[src/rtl/cfgseq_pkg.sv]
package cfgseq_pkg;

  typedef enum logic [3:0] {
    S_START_A,
    S_START_B,
    S_START_C,
    S_BIT_SET,
    S_BIT_HIGH,
    S_BIT_LOW,
    S_ACK_WAIT,
    S_ACK_HIGH,
    S_ACK_LOW,
    S_REL_WAIT,
    S_FAIL,
    S_DONE
  } seqState_e;

  // strobes from control to datapath
  typedef struct packed {
    logic       timerClr;
    logic       loadByte;
    logic       shiftBit;
    logic       sclPull;
    logic       sdaPull;
    logic       sdaData;
    logic [1:0] byteSel;
  } seqStrobe_t;

  localparam int CFG_ENTRIES = 10;

  // {register, value} for each list position
  function automatic logic [15:0] cfgWord(input int idx);
    case (idx)
      0:       return 16'h0C02;
      1:       return 16'h0E03;
      2:       return 16'h0017;
      3:       return 16'h0217;
      4:       return 16'h0479;
      5:       return 16'h0679;
      6:       return 16'h0A00;
      7:       return 16'h0812;
      8:       return 16'h10A0;
      9:       return 16'h1201;
      default: return 16'h0000;
    endcase
  endfunction

endpackage

[src/rtl/cfgseq_datapath.sv]
module cfgseq_datapath
  import cfgseq_pkg::*;
#(
  parameter int         PHASE_CLKS  = 32,
  parameter int         ACK_WINDOW  = 128,
  parameter int         SETTLE_CLKS = 4,
  parameter int         SYNC_STAGES = 2,
  parameter logic [7:0] DEV_ADDR    = 8'h34,
  parameter int         EW          = 4
) (
  input  logic          clk,
  input  logic          rstN,
  input  logic          sdaIn,
  input  seqStrobe_t    strb,
  input  logic [EW-1:0] entryIdx,
  output logic          phaseEnd,
  output logic          windowEnd,
  output logic          settled,
  output logic          sdaLine,
  output logic          sclOe,
  output logic          sdaOe
);

  localparam int TW = $clog2(ACK_WINDOW + 1);

  logic [TW-1:0]          timer;
  logic [SYNC_STAGES-1:0] sdaPipe;
  logic [7:0]             shreg;
  logic [15:0]            word;
  logic [7:0]             nextByte;

  // phase / window timer, restarted on every state change
  always_ff @(posedge clk) begin
    if (!rstN)              timer <= '0;
    else if (strb.timerClr) timer <= '0;
    else if (timer != '1)   timer <= timer + 1'b1;
  end

  assign phaseEnd  = (timer == TW'(PHASE_CLKS - 1));
  assign windowEnd = (timer == TW'(ACK_WINDOW - 1));
  assign settled   = (timer >= TW'(SETTLE_CLKS));

  // input synchronizer
  generate
    if (SYNC_STAGES == 1) begin : g_sync1
      always_ff @(posedge clk) begin
        if (!rstN) sdaPipe <= '1;
        else       sdaPipe <= sdaIn;
      end
    end else begin : g_syncN
      always_ff @(posedge clk) begin
        if (!rstN) sdaPipe <= '1;
        else       sdaPipe <= {sdaPipe[SYNC_STAGES-2:0], sdaIn};
      end
    end
  endgenerate
  assign sdaLine = sdaPipe[SYNC_STAGES-1];

  // byte source selection
  assign word = cfgWord(int'(entryIdx));
  always_comb begin
    case (strb.byteSel)
      2'd0:    nextByte = DEV_ADDR;
      2'd1:    nextByte = word[15:8];
      default: nextByte = word[7:0];
    endcase
  end

  always_ff @(posedge clk) begin
    if (!rstN)              shreg <= '0;
    else if (strb.loadByte) shreg <= nextByte;
    else if (strb.shiftBit) shreg <= {shreg[6:0], 1'b0};
  end

  // registered open-drain enables
  always_ff @(posedge clk) begin
    if (!rstN) begin
      sclOe <= 1'b0;
      sdaOe <= 1'b0;
    end else begin
      sclOe <= strb.sclPull;
      sdaOe <= strb.sdaPull | (strb.sdaData & ~shreg[7]);
    end
  end

  p_release_safe_r5: assert property (@(posedge clk) disable iff (!rstN)
    $fell(sdaOe) |-> sclOe)
    else $error("SDA released while SCL not held low");

  p_timer_clear_r4: assert property (@(posedge clk) disable iff (!rstN)
    strb.timerClr |=> (timer == '0))
    else $error("phase timer not restarted");

endmodule

[src/rtl/cfgseq_control.sv]
module cfgseq_control
  import cfgseq_pkg::*;
#(
  parameter int EW = 4
) (
  input  logic          clk,
  input  logic          rstN,
  input  logic          phaseEnd,
  input  logic          windowEnd,
  input  logic          settled,
  input  logic          sdaLine,
  output seqStrobe_t    strb,
  output logic [EW-1:0] entryIdx,
  output logic          done,
  output logic          error
);

  seqState_e  state, nxt;
  logic [2:0] bitCnt;
  logic [1:0] byteIdx;
  logic       ackSeen;
  logic       ackNow;
  logic       lastEntry;
  logic       relOk;

  assign ackNow    = settled & ~sdaLine;
  assign relOk     = settled & sdaLine;
  assign lastEntry = (entryIdx == EW'(CFG_ENTRIES - 1));

  always_comb begin
    nxt          = state;
    strb         = '0;
    strb.byteSel = byteIdx;
    case (state)
      S_START_A: if (phaseEnd) nxt = S_START_B;
      S_START_B: begin
        strb.sdaPull = 1'b1;
        if (phaseEnd) nxt = S_START_C;
      end
      S_START_C: begin
        strb.sdaPull = 1'b1;
        strb.sclPull = 1'b1;
        if (phaseEnd) begin
          nxt           = S_BIT_SET;
          strb.loadByte = 1'b1;
        end
      end
      S_BIT_SET: begin
        strb.sclPull = 1'b1;
        strb.sdaData = 1'b1;
        if (phaseEnd) nxt = S_BIT_HIGH;
      end
      S_BIT_HIGH: begin
        strb.sdaData = 1'b1;
        if (phaseEnd) nxt = S_BIT_LOW;
      end
      S_BIT_LOW: begin
        strb.sclPull = 1'b1;
        strb.sdaData = 1'b1;
        if (phaseEnd) begin
          if (bitCnt == 3'd7) nxt = S_ACK_WAIT;
          else begin
            nxt           = S_BIT_SET;
            strb.shiftBit = 1'b1;
          end
        end
      end
      S_ACK_WAIT: begin
        strb.sclPull = 1'b1;
        if (phaseEnd) nxt = (ackSeen | ackNow) ? S_ACK_HIGH : S_FAIL;
      end
      S_ACK_HIGH: if (phaseEnd) nxt = S_ACK_LOW;
      S_ACK_LOW: begin
        strb.sclPull = 1'b1;
        if (phaseEnd) nxt = S_REL_WAIT;
      end
      S_REL_WAIT: begin
        strb.sclPull = 1'b1;
        if (relOk) begin
          if (byteIdx == 2'd2) nxt = lastEntry ? S_DONE : S_START_A;
          else begin
            nxt           = S_BIT_SET;
            strb.loadByte = 1'b1;
            strb.byteSel  = byteIdx + 2'd1;
          end
        end else if (windowEnd) nxt = S_FAIL;
      end
      S_FAIL:  nxt = S_START_A;
      S_DONE:  nxt = S_DONE;
      default: nxt = S_START_A;
    endcase
    strb.timerClr = (nxt != state);
  end

  always_ff @(posedge clk) begin
    if (!rstN) begin
      state    <= S_START_A;
      bitCnt   <= '0;
      byteIdx  <= '0;
      entryIdx <= '0;
      ackSeen  <= 1'b0;
    end else begin
      state <= nxt;
      if (strb.loadByte)      bitCnt <= '0;
      else if (strb.shiftBit) bitCnt <= bitCnt + 3'd1;
      ackSeen <= (state == S_ACK_WAIT) ? (ackSeen | ackNow) : 1'b0;
      if (state == S_FAIL) begin
        byteIdx  <= '0;
        entryIdx <= '0;
      end else if (state == S_REL_WAIT && relOk) begin
        if (byteIdx == 2'd2) begin
          byteIdx <= '0;
          if (!lastEntry) entryIdx <= entryIdx + 1'b1;
        end else begin
          byteIdx <= byteIdx + 2'd1;
        end
      end
    end
  end

  assign done  = (state == S_DONE);
  assign error = (state == S_FAIL);

  p_restart_r6: assert property (@(posedge clk) disable iff (!rstN)
    error |=> (state == S_START_A && entryIdx == '0 && byteIdx == '0))
    else $error("restart did not return to first entry");

  p_err_pulse_r8: assert property (@(posedge clk) disable iff (!rstN)
    error |=> !error)
    else $error("error wider than one clock");

  p_done_hold_r9: assert property (@(posedge clk) disable iff (!rstN)
    done |=> done)
    else $error("done dropped");

  p_window_fail_r7: assert property (@(posedge clk) disable iff (!rstN)
    (state == S_REL_WAIT && windowEnd && !relOk) |=> error)
    else $error("release timeout not flagged");

endmodule

[src/rtl/codec_cfg_seq.sv]
module codec_cfg_seq
  import cfgseq_pkg::*;
#(
  parameter int         PHASE_CLKS  = 32,
  parameter int         ACK_WINDOW  = 128,
  parameter int         SETTLE_CLKS = 4,
  parameter int         SYNC_STAGES = 2,
  parameter logic [7:0] DEV_ADDR    = 8'h34
) (
  input  logic clk,
  input  logic rstN,
  input  logic sdaIn,
  output logic sclOe,
  output logic sdaOe,
  output logic done,
  output logic error
);

  localparam int EW = $clog2(CFG_ENTRIES);

  seqStrobe_t    strb;
  logic [EW-1:0] entryIdx;
  logic          phaseEnd, windowEnd, settled, sdaLine;

  cfgseq_control #(.EW(EW)) ctrl_i (
    .clk       (clk),
    .rstN      (rstN),
    .phaseEnd  (phaseEnd),
    .windowEnd (windowEnd),
    .settled   (settled),
    .sdaLine   (sdaLine),
    .strb      (strb),
    .entryIdx  (entryIdx),
    .done      (done),
    .error     (error)
  );

  cfgseq_datapath #(
    .PHASE_CLKS (PHASE_CLKS),
    .ACK_WINDOW (ACK_WINDOW),
    .SETTLE_CLKS(SETTLE_CLKS),
    .SYNC_STAGES(SYNC_STAGES),
    .DEV_ADDR   (DEV_ADDR),
    .EW         (EW)
  ) dp_i (
    .clk       (clk),
    .rstN      (rstN),
    .sdaIn     (sdaIn),
    .strb      (strb),
    .entryIdx  (entryIdx),
    .phaseEnd  (phaseEnd),
    .windowEnd (windowEnd),
    .settled   (settled),
    .sdaLine   (sdaLine),
    .sclOe     (sclOe),
    .sdaOe     (sdaOe)
  );

  p_idle_lines_r9: assert property (@(posedge clk) disable iff (!rstN)
    done |=> (!sclOe && !sdaOe))
    else $error("lines driven after completion");

endmodule

[config.mk]
export PLATFORM = sky130hd
export DESIGN_NAME = codec_cfg_seq
export DESIGN_NICKNAME = d
export VERILOG_FILES = /design/src/rtl/cfgseq_pkg.sv /design/src/rtl/cfgseq_datapath.sv /design/src/rtl/cfgseq_control.sv /design/src/rtl/codec_cfg_seq.sv
export SDC_FILE = /design/constraint.sdc
export NUM_CORES = 1
export LEC_CHECK = 0
export BUFFER_PORTS_ARGS = -buffer_cell sky130_fd_sc_hd__buf_2
export CAP_MARGIN = 20
export CORE_AREA = 2 2 71 73
export DETAILED_ROUTE_END_ITERATION = 12
export DIE_AREA = 0 0 73 75
export PLACE_DENSITY = 0.72
export SYNTH_ARGS = -nofsm -noshare
export SYNTH_HDL_FRONTEND = slang
export SYNTH_SLANG_ARGS = --single-unit
[constraint.sdc]
create_clock -name clk -period 2.5 [get_ports clk]
set_clock_uncertainty 0.1 [all_clocks]
set_input_delay 0.5 -clock clk [delete_from_list [all_inputs] [get_ports clk]]
set_output_delay 0.5 -clock clk [all_outputs]
set_load 0.1 [all_outputs]
==> results.json, run 1 <==
{
  "worstSetupStartpoint": "ctrl_i.state[0]",
  "setup_tns_ns": 0,
  "critical_path_class": "flop to primary output",
  "cts_root_buf": "clkbuf_8",
  "wl_per_cell_um": 14.8,
  "clk_latency_ns": 0.30,
  "drtIter0Drc": 104,
  "drtAntennaViolNets": 0,
  "fin_hold_ws_ns": 0.287,
  "p_per_area_mw_per_mm2": 434,
  "clockBufferDepth": 2,
  "p_leak_nw": 1.09,
  "synth_fp_nets": 294,
  "synth_edf_count": 0,
  "syn_area_per_cell_um2": 9.13,
  "synthCells": 276,
  "vias_per_cell": 5.86,
  "cts_hold_repair.buffers": 0,
  "design_area_mm2": 0.00285,
  "row_count": 25,
  "slowest_stage": "buf_2",
  "ys_seq_elements": 45,
  "cts.sinks": 45,
  "cp-start-kind": "flop",
  "grt.overflow.total": 0,
  "maxCapViolCount": 0,
  "cpPeakStageDelay_ns": 0.44,
  "io_buffers": 6,
  "arrival_ns": 1.80,
  "cts_buffers": 5,
  "track_usage_pct": 21.4,
  "synth_flop_cell": "dfxtp_1",
  "rr_startpoint": "ctrl_i.entryIdx[0]",
  "syn_area_mm2": 0.00252,
  "regArea_um2": 901,
  "drv_slew": 0,
  "crit_path_end_kind": "primary output",
  "finalHoldViolCount": 0,
  "drive_gt1_share_pct": 23.3,
  "routed_wirelength_um": 5320,
  "io_pins": 7,
  "gp_congestion": 0.879,
  "die-area_mm2": 0.00548,
  "cts.clk_slew.worst_paths_ns": 0.09,
  "min_from": "sdaIn",
  "ys_seq_area_share_pct": 35.8,
  "antenna_found_initial": 0,
  "synth_top_area_share_pct": 35.8,
  "synthDistinctLibCells": 70,
  "critPathMaxFanout": 13,
  "hpwl_um": 3950,
  "fmax_mhz": 416,
  "tightest_slew_ns": 0.484,
  "die_x_um": 73,
  "nFillCells": 423,
  "status": "complete, no violations",
  "num_vias": 2103,
  "multi_input_area_mm2": 0.00153,
  "grt_pass1_vias": 1933,
  "final_cell_mix": "dfxtp_1, nand2_1, buf_4, nor2_1, a21oi_1",
  "drcViolationCount": 0,
  "h-tree-depth": 2,
  "die_y_um": 75,
  "worstPathCellList": "buf_4 > inv_1 > nand2_1 > buf_4 > nor2_2 > buf_2",
  "finalSetupViolCount": 0,
  "relSlewSlack_pct": 68.0,
  "nets": 322,
  "tritoncts": "done",
  "initial_core_util_pct": 54.0,
  "worst_ep_required_time_ns": 1.90,
  "cpMostUsedCell": "buf_4",
  "yosys-top-cells-area": "dfxtp_1, ha_1, nand2_1",
  "ys_warn_count": 0,
  "antenna_cells": 0,
  "total_power_mw": 1.24,
  "dr.pass1.iters": 4,
  "grt_pass1_wl_um": 9070,
  "period_share_pct": 96.1,
  "period_minus_slack_ns": 2.40,
  "max-vdd-ir-drop_mv": 0.230,
  "postPlaceCellArea_mm2": 0.00276,
  "grt_max_degree": 16,
  "layout_commonest_cell": "dfxtp_1",
  "core_mm2": 0.00466,
  "min_path_type": "input pin to flop",
  "async_flop_share_pct": 0,
  "syn_to_final_growth_pct": 13.3,
  "netlist.top_cell.by_area": "dfxtp_1"
}
## what timing repair did
item	in CTS	in global routing
endpoints found under the hold margin	0	0
endpoints found under the setup margin	0	4
buffers inserted	0	0
resized for setup	0	3
## sequential cells by signal, indices dropped and copies added (netlist names)
name,flops
dp_i.sdaOe,1
dp_i.timer,8
dp_i.word,11
ctrl_i.bitCnt,3
ctrl_i.state,4
ctrl_i.entryIdx,4
ctrl_i.byteIdx,2
ctrl_i.ackSeen,1
dp_i.sdaPipe,2
dp_i.sclOe,1
dp_i.shreg,8
## cell families after synthesis
group	Yosys count	share of synthesized area [%]
buf+inv	22	3.92
mux	6	2.73
fa+ha+maj	15	7.45
compound gates	65	21.0
xor+xnor	7	2.73
simple gates	116	26.4
flops	45	35.8
## synthesized netlist by cell type (all sizes together) (2+ instances only)
cell type / n
a2111oi: 2
a211o: 2
a211oi: 6
a21oi: 23
a221oi: 2
a32oi: 2
and2: 3
and3: 4
buf: 4
clkbuf: 6
dfxtp: 45
ha: 15
inv: 12
mux2i: 5
nand2: 28
nand2b: 8
nand3: 7
nand3b: 3
nand4: 5
nor2: 27
nor2b: 3
nor3: 13
nor4: 2
o211ai: 2
o21a: 2
o21ai: 4
o221ai: 3
o22ai: 2
o31ai: 2
o32ai: 3
or2: 2
or3: 3
or4: 3
xnor2: 5
xor2: 2
## per-stage QoR
stage / setup slack [ns] / utilization [%] / std cells
3_3_place_gp: 0.168 / 59.1 / 351
3_5_place_dp: 0.119 / 59.1 / 351
2_1_floorplan: 0.110 / - / 276
6_report: 0.0977 / 61.2 / 359
4_1_cts: 0.0878 / 61.1 / 359
5_1_grt: -0.0126 / 61.2 / 359
## power by group
part | leakage [nW] | switching (mW) | internal [mW] | total (mW)
sequential | 0.364 | 0.00491 | 0.722 | 0.727
combinational | 0.680 | 0.0297 | 0.0194 | 0.0492
clock | 0.0481 | 0.265 | 0.199 | 0.463
total | 1.09 | 0.299 | 0.940 | 1.24
## layout make-up
cell class | instances | share of cell area (%)
Timing Repair Buffer | 31 | 7.63
Clock inverter | 3 | 0.789
Tap cell | 54 | 2.37
Multi-Input combinational cell | 209 | 53.7
Sequential cell | 45 | 31.6
Inverter | 12 | 1.58
Clock buffer | 5 | 2.41
## worst max-delay path, delay by kind of cell, from the launching register on
family,cells,cell delay (ns)
buf+inv,4,0.92
flops,1,0.34
simple gates,2,0.22
## final timing paths
kind                     endpoint  slack (ns)  cells past startpoint
setup / recovery            error         0.1                      6
hold / removal    dp_i.sdaPipe[0]        0.29                      2
setup reg to reg     dp_i.word[5]        0.14                      9
hold reg to reg   dp_i.sdaPipe[1]        0.32                      1
## layer usage
layer  global-route usage, %  routed length [um]  vias to the layer above
li1                        -                   -                     1066
met1                    29.5                2540                      992
met2                    33.3                2460                       36
met3                    4.95                 227                        9
met4                    7.20                  90                        0
met5                       0                   0                        -
No activity file was read; power rests on OpenSTA's default activity.
==> run 2, diff against run 1 <==
--- a/config.mk
+++ b/config.mk
@@ -5,7 +5,7 @@
 export SDC_FILE = /design/constraint.sdc
 export NUM_CORES = 1
 export LEC_CHECK = 0
-export BUFFER_PORTS_ARGS = -buffer_cell sky130_fd_sc_hd__buf_2
+export BUFFER_PORTS_ARGS = -buffer_cell sky130_fd_sc_hd__clkbuf_2
 export CAP_MARGIN = 20
 export CORE_AREA = 2 2 71 73
 export DETAILED_ROUTE_END_ITERATION = 12
==> run 2 against run 1 <==
Net effect:
- largest power group unchanged
- sequential share of layout area down 0.41 points
- clock power rose by 19%
- non-clock buffer count unchanged
- via count up 0.57%
- largest cell class unchanged
==> results.json, run 2 (synthesis results as in run 1) <==
{
  "status": "complete, no violations",
  "critical_path_class": "flop to flop",
  "setup_tns_ns": 0,
  "clockBufferDepth": 2,
  "grt_pass1_vias": 1963,
  "die_x_um": 73,
  "nFillCells": 424,
  "rsz0062_at_grt": "no",
  "design_area_mm2": 0.00289,
  "p_sw_mw": 0.288,
  "total_power_mw": 1.33,
  "cp-start-kind": "flop",
  "crit_path_end_kind": "flop",
  "post-cts-setup-buffers": 0,
  "routed_wirelength_um": 5450,
  "initial_core_util_pct": 54.0,
  "p_clk_share_pct": 41.6,
  "core_mm2": 0.00466,
  "p_comb_share_pct": 3.7,
  "die-area_mm2": 0.00548,
  "row_count": 25,
  "drtAntennaViolNets": 0,
  "finalHoldViolCount": 0,
  "multi_input_area_mm2": 0.00155,
  "cts.sinks": 45,
  "grt_pass1_wl_um": 9260,
  "syn_to_final_growth_pct": 14.8,
  "layout_commonest_cell": "dfxtp_1",
  "critPathMaxFanout": 6,
  "drive_gt1_share_pct": 23.3,
  "min_path_type": "input pin to flop",
  "vias_per_cell": 5.89,
  "tritoncts": "done",
  "period_share_pct": 94.0,
  "antenna_found_initial": 0,
  "slowest_stage": "or3_1",
  "h-tree-depth": 2,
  "worst_ep_required_time_ns": 2.59,
  "drcViolationCount": 0,
  "largest_reg_flops": 11,
  "p_int_mw": 1.04,
  "stdcell_count": 359,
  "regArea_um2": 901,
  "relSlewSlack_pct": 63.8,
  "finalSetupViolCount": 0,
  "power_frac_seq_pct": 54.7,
  "maxCapViolCount": 0,
  "io_pins": 7,
  "cpPeakStageDelay_ns": 0.39,
  "max-vdd-ir-drop_mv": 0.302,
  "wl_per_cell_um": 15.2,
  "cpMostUsedCell": "ha_1",
  "track_usage_pct": 22.0,
  "postLayoutCoreUtil_pct": 62.0,
  "dr.pass1.iters": 4,
  "hpwl_um": 4030,
  "worst_slack_ns": 0.151,
  "gp_congestion": 0.874,
  "fmax_mhz": 426,
  "arrival_ns": 2.44,
  "postPlaceCellArea_mm2": 0.00276,
  "place_ws_ns": 0.0796,
  "dp.cells": 351,
  "fin_hold_ws_ns": 0.294,
  "drv_slew": 0,
  "grt.overflow.total": 0,
  "period_minus_slack_ns": 2.35,
  "final_cell_mix": "dfxtp_1, nand2_1, buf_4, nor2_1, a21oi_1",
  "p_sw_share_pct": 21.7,
  "antenna_cells": 0,
  "num_vias": 2115,
  "p_per_area_mw_per_mm2": 460,
  "cts_root_buf": "clkbuf_8",
  "cts_buffers": 5,
  "io_buffers": 6,
  "drtIter0Drc": 179,
  "tightest_slew_ns": 0.545,
  "grt_max_degree": 16,
  "worstPathCellList": "ha_1 > and3b_1 > nand2b_4 > or3_1 > a21oi_2 > inv_1 > ha_1 > and3_1 > or2_1",
  "die_y_um": 75,
  "nets": 322,
  "cts.clk_slew.worst_paths_ns": 0.08,
  "clk_latency_ns": 0.30,
  "p_leak_nw": 1.10
}
[run 2: power groups by stage]
stage	combinational [mW]	clock [mW]	sequential, mW
after floorplan	0.0357	0	0.743
after global placement	0.0481	0	0.744
after detailed placement	0.0489	0	0.744
after CTS	0.0495	0.560	0.727
after global routing	0.0562	0.587	0.727
final	0.0497	0.553	0.727
[run 2: critical path: cells and delay by family (launching register included)]
kind,cells,cell delay [ns]
AO/OA/AOI/OAI,1,0.18
adder cells (fa/ha/maj),2,0.40
buffers and inverters,1,0.07
flip-flops,1,0.35
AND/OR/NAND/NOR,5,1.17
[run 2: what timing repair did]
item	4_1_cts	5_1_grt
resized for setup	0	6
hold buffers	0	0
hold endpoints to repair	0	0
setup endpoints to repair	0	4
[run 2: final cells by class]
cell class / instances / share of cell area (%)
inverter: 12 / 1.56
sequential: 45 / 31.2
multi-input combinational: 209 / 53.5
timing repair buffer: 31 / 7.62
clock inverter: 2 / 1.34
tap: 54 / 2.34
clock buffer: 6 / 2.51
[run 2: per-layer routing]
metal	up-vias	GRT usage, %	share of wire [%]
met5	-	0	0
met2	35	35.3	47
met3	5	4.02	3.7
li1	1067	-	-
met4	0	5.97	1.0
met1	1008	30.4	49
[run 2: worst paths after layout]
check,from,endpoint,slack [ns],cells past startpoint
worst max-delay path,ctrl_i.entryIdx[0],dp_i.word[5],0.15,9
worst min-delay path,sdaIn,dp_i.sdaPipe[0],0.29,2
worst max register to register,ctrl_i.entryIdx[0],dp_i.word[5],0.15,9
worst min register to register,dp_i.sdaPipe[0],dp_i.sdaPipe[1],0.32,1
